==> src/rtl/sts_pkg.sv <==
package sts_pkg;
  localparam int NSRC = 2;          // completion sources: erase (bit 0), program (bit 1)
  localparam logic [7:0] CFG_CMD = 8'hB8;

  typedef enum logic [1:0] {
    MODE_LEVEL = 2'b00,
    MODE_ERASE = 2'b01,
    MODE_PROG  = 2'b10,
    MODE_BOTH  = 2'b11
  } sts_mode_e;
endpackage

==> src/rtl/sts_cmd_decode.sv <==
module sts_cmd_decode
  import sts_pkg::*;
#(
  parameter logic [7:0] ARM_CODE = CFG_CMD
) (
  input  logic       clk,
  input  logic       rst_n,
  input  logic       cmd_we,
  input  logic [7:0] cmd_data,
  output logic       cfg_load,
  output logic [1:0] cfg_value
);
  logic armed_q;

  // second write of the pair is the configuration byte
  assign cfg_load  = cmd_we && armed_q;
  assign cfg_value = cmd_data[1:0];   // upper six bits masked

  always_ff @(posedge clk or negedge rst_n) begin
    if (!rst_n) begin
      armed_q <= 1'b0;
    end else if (cmd_we) begin
      armed_q <= armed_q ? 1'b0 : (cmd_data == ARM_CODE);
    end
  end
endmodule

==> src/rtl/sts_pulse_gen.sv <==
module sts_pulse_gen #(
  parameter int PULSE_W = 25
) (
  input  logic clk,
  input  logic rst_n,
  input  logic clear,
  input  logic fire,
  output logic active
);
  localparam int CW = $clog2(PULSE_W + 1);
  localparam logic [CW-1:0] FULL = CW'(PULSE_W);

  logic [CW-1:0] cnt_q;

  always_ff @(posedge clk or negedge rst_n) begin
    if (!rst_n) begin
      cnt_q <= '0;
    end else if (clear) begin
      cnt_q <= '0;
    end else if (fire) begin
      cnt_q <= FULL;                 // restart at full width
    end else if (cnt_q != '0) begin
      cnt_q <= cnt_q - 1'b1;
    end
  end

  assign active = (cnt_q != '0);
endmodule

==> src/rtl/flash_sts_ctrl.sv <==
module flash_sts_ctrl
  import sts_pkg::*;
#(
  parameter int PULSE_W = 25
) (
  input  logic       clk,
  input  logic       rst_n,
  input  logic       cmd_we,
  input  logic [7:0] cmd_data,
  input  logic       wsm_busy,
  input  logic       erase_done,
  input  logic       prog_done,
  output logic       sts_n
);
  logic            cfg_load;
  logic [1:0]      cfg_value;
  sts_mode_e       mode_q;
  logic            busy_q;
  logic [NSRC-1:0] done_vec;
  logic [NSRC-1:0] hit;
  logic            fire;
  logic            pulse_on;

  sts_cmd_decode u_dec (
    .clk      (clk),
    .rst_n    (rst_n),
    .cmd_we   (cmd_we),
    .cmd_data (cmd_data),
    .cfg_load (cfg_load),
    .cfg_value(cfg_value)
  );

  always_ff @(posedge clk or negedge rst_n) begin
    if (!rst_n) begin
      mode_q <= MODE_LEVEL;
      busy_q <= 1'b0;
    end else begin
      busy_q <= wsm_busy;
      if (cfg_load) mode_q <= sts_mode_e'(cfg_value);
    end
  end

  // each mode bit enables one completion source
  assign done_vec = {prog_done, erase_done};
  for (genvar g = 0; g < NSRC; g++) begin : g_src
    assign hit[g] = done_vec[g] & mode_q[g];
  end
  assign fire = |hit;

  sts_pulse_gen #(.PULSE_W(PULSE_W)) u_pulse (
    .clk   (clk),
    .rst_n (rst_n),
    .clear (cfg_load),
    .fire  (fire),
    .active(pulse_on)
  );

  assign sts_n = (mode_q == MODE_LEVEL) ? ~busy_q : ~pulse_on;
endmodule

==> config.mk <==
export PLATFORM = sky130hd
export DESIGN_NAME = flash_sts_ctrl
export DESIGN_NICKNAME = d
export VERILOG_FILES = /design/src/rtl/sts_pkg.sv /design/src/rtl/sts_cmd_decode.sv /design/src/rtl/sts_pulse_gen.sv /design/src/rtl/flash_sts_ctrl.sv
export SDC_FILE = /design/constraint.sdc
export NUM_CORES = 1
export LEC_CHECK = 0
export ABC_CLOCK_PERIOD_IN_PS = 1800
export BUFFER_PORTS_ARGS = -buffer_cell sky130_fd_sc_hd__buf_2
export CELL_PAD_IN_SITES_DETAIL_PLACEMENT = 1
export CELL_PAD_IN_SITES_GLOBAL_PLACEMENT = 1
export CORE_AREA = 2 2 39 41
export CTS_BUF_LIST = sky130_fd_sc_hd__clkbuf_4 sky130_fd_sc_hd__clkbuf_8
export CTS_CLUSTER_SIZE = 40
export DETAILED_ROUTE_END_ITERATION = 8
export DIE_AREA = 0 0 41 43
export GPL_TIMING_DRIVEN = 0
export PLACE_DENSITY_LB_ADDON = 0.12
export SYNTH_ARGS = -nofsm -noshare
export SYNTH_HDL_FRONTEND = slang
export SYNTH_SLANG_ARGS = --single-unit
==> constraint.sdc <==
create_clock -name clk -period 1.8 [get_ports clk]
set_input_delay 0.27 -clock clk [delete_from_list [all_inputs] [get_ports clk]]
set_output_delay 0.27 -clock clk [all_outputs]
set_load 0.01 [all_outputs]
==> out/metrics.yaml <==
place:
  io_buffers: 14
  gp_congestion: 0.6409
  hpwl_um: 705.5
  placed_cell_area_um2: 535.5
critical_path:
  cp.arrival_ns: 1.61
  path_class: "reg -> out"
  critPathMaxFanout: 2
  worst-path-buf-inv: 2
  critical_path.top_delay_family: "simple AND/OR/NAND/NOR gates"
  slowest_delay_ns: 0.48
  crit_chain: "inv_1 > ha_2 > or4b_4 > mux2i_1 > buf_2"
  end_kind: "primary output"
  crit_required_ns: 1.53
  cp-start-kind: "flip-flop"
  cp_slowest_cell: "or4b_4"
cells_and_area:
  areaGrowthSynthToFinish_pct: 37.92
  antenna-diode-count: 0
  layout.cells.most_common: "buf_2"
  final_util_pct: 44.39
  drive_gt1_share_pct: 43.08
  nets: 81
  final_cell_mix: "buf_2, dfrtp_1, inv_1, buf_4"
  postLayoutCellArea_um2: 614.3
yosys:
  syn_nets: 57
  ys_seq_elements: 9
  avgSynthCellArea_um2: 10.61
  netlist_instances: 42
  netlist-cell-type-count: 23
  yosys_warnings: 0
  ys_seq_area_share_pct: 50.56
  synth_area_um2: 445.4
timing:
  clock_skew_ns: 0.005513
  holdWs_ns: 0.1172
  setup_tns_ns: -0.08435
  tightest_slew_ns: 0.3405
  setup_slack_ns: -0.08435
  fin_crit_ns: 1.884
  period_share_pct: 104.7
  clock.fmax_ghz: 0.5307
  slew_headroom_pct: 77.30
  setup_viol: 1
  hold_viol_final: 0
  rsz0062_at_grt: "true"
  drv_slew: 0
drt:
  drc: 0
  wl_per_cell_um: 11.74
  first_pass_iters: 2
  drt-vias-per-instance: 5.000
  vias: 405
  drt_iter0_drc: 3
  antenna_left: 0
  wl_um: 951
global_routing:
  grt_pass1_vias: 430
  grt_use_total_pct: 13.82
  grt_start_max_net_pins: 10
  antenna_found_initial: 0
  gr-total-overflow: 0
  grt_pass1_wl_um: 1676
floorplan:
  initial_core_util_pct: 32.19
  die_h_um: 43
  die_w_um: 41
  pin_count: 15
  dieArea_um2: 1763
  rows: 14
  core_um2: 1384
power:
  power_density_nw_per_um2: 1251
  p_leak_nw: 0.3086
  vdd_drop_max_uv: 435.2
status:
  status: "complete, but fails checks"
  violations: "negative setup slack"
cts:
  clk_path_buf_depth: 2
  htreeDepth: 1
  cts_tree: "done"
  cts_buffers: 3
  clk_pin_slew_ns: 0.06
  clkLatencyLatePin_ns: 0.25
  cts_sinks: 9
  cts-root-buf: "clkbuf_4"
worst_hold_path:
  hold_class: "in -> reg"
flow_run:
  maxCapViolCount: 0
## report_power, final
group | internal, mW | total (mW) | switching, mW
clock | 0.100 | 0.166 | 0.0653
sequential | 0.261 | 0.306 | 0.0448
combinational | 0.173 | 0.297 | 0.124
## registers in the layout (all words and copies together) (netlist names)
name,flops
mode_q,2
u_pulse.cnt_q,5
busy_q,1
u_dec.armed_q,1
## per-layer routing
metal	up-vias	part of all wire [%]	track usage [%]
met3	0	4.0	3.141
met5	-	0	0
met4	0	0	4.000
met1	199	42	15.72
met2	11	54	24.06
li1	195	-	-
## worst paths after layout
path,cells after the start,slack [ns],endpoint,startpoint
worst max-delay path,5,-0.08,sts_n,u_pulse.cnt_q[0]
worst min-delay path,1,0.12,busy_q,wsm_busy
worst max register to register,6,0.19,u_pulse.cnt_q[0],u_pulse.cnt_q[0]
worst min register to register,1,0.54,mode_q[1],mode_q[1]
max in group asynchronous,2,1.20,u_pulse.cnt_q[3],rst_n
min in group asynchronous,2,0.41,busy_q,rst_n
## worst reg2reg max path, cell delays in order, from the launching register on
cell     delay [ns]
dfrtp_1        0.38
inv_1          0.06
ha_2           0.17
or4b_4         0.48
buf_4          0.17
xnor2_1        0.14
a21oi_1        0.08
## synth_stat cells
library cell | instances | area, um^2
dfrtp_1 | 9 | 225.2
or4b_1 | 1 | 10.01
a31oi_1 | 1 | 6.260
inv_1 | 5 | 18.77
or3_1 | 1 | 6.260
buf_2 | 1 | 5.000
and4b_1 | 1 | 10.01
nor2_1 | 2 | 7.510
xnor2_1 | 1 | 8.760
o31ai_1 | 1 | 7.510
a21oi_1 | 3 | 15.01
o21ai_0 | 1 | 5.000
nor4b_1 | 1 | 8.760
a211o_1 | 1 | 8.760
nand2_1 | 4 | 15.01
nand3b_1 | 1 | 7.510
nand4b_1 | 1 | 8.760
and2_1 | 1 | 6.260
mux2_2 | 2 | 22.52
mux2i_1 | 1 | 10.01
a22oi_1 | 1 | 7.510
a211oi_2 | 1 | 12.51
ha_1 | 1 | 12.51
## area by class of cell
class,count,area [um^2]
fillers,164,769.5
flip-flops and latches,9,225.2
multi-input cells,27,202.7
repair buffers,20,117.6
clock buffers,4,30.03
well taps,16,20.02
inverters,5,18.77
## what timing repair did
action                                  CTS  global route
setup buffers                             4             1
endpoints found under the hold margin     9             0
resized for setup                         4             0
cloned                                    0             0
pin swaps                                 1             1
hold buffers                              1             0
endpoints found under the setup margin    1             1
## per-stage QoR
| step | setup slack [ns] | instances | total power [mW] |
|---|---|---|---|
| final | -0.08435 | 81 | 0.7687 |
| after global routing | -0.1565 | 81 | 0.8344 |
| after CTS | -0.1858 | 81 | 0.7657 |
| after detailed placement | -0.006583 | 72 | 0.5311 |
| after global placement | 0.01190 | 72 | 0.5236 |
| after floorplan | 0.1260 | 42 | 0.4658 |
## logic make-up after synthesis
family	after synthesis	share of synthesized area [%]
simple gates	13	17.98
compound gates	9	14.04
flops	9	50.56
buf+inv	6	5.336
mux	3	7.303
xor+xnor	1	1.967
fa+ha+maj	1	2.809
Note: power is estimated with default switching activity, not from simulation.
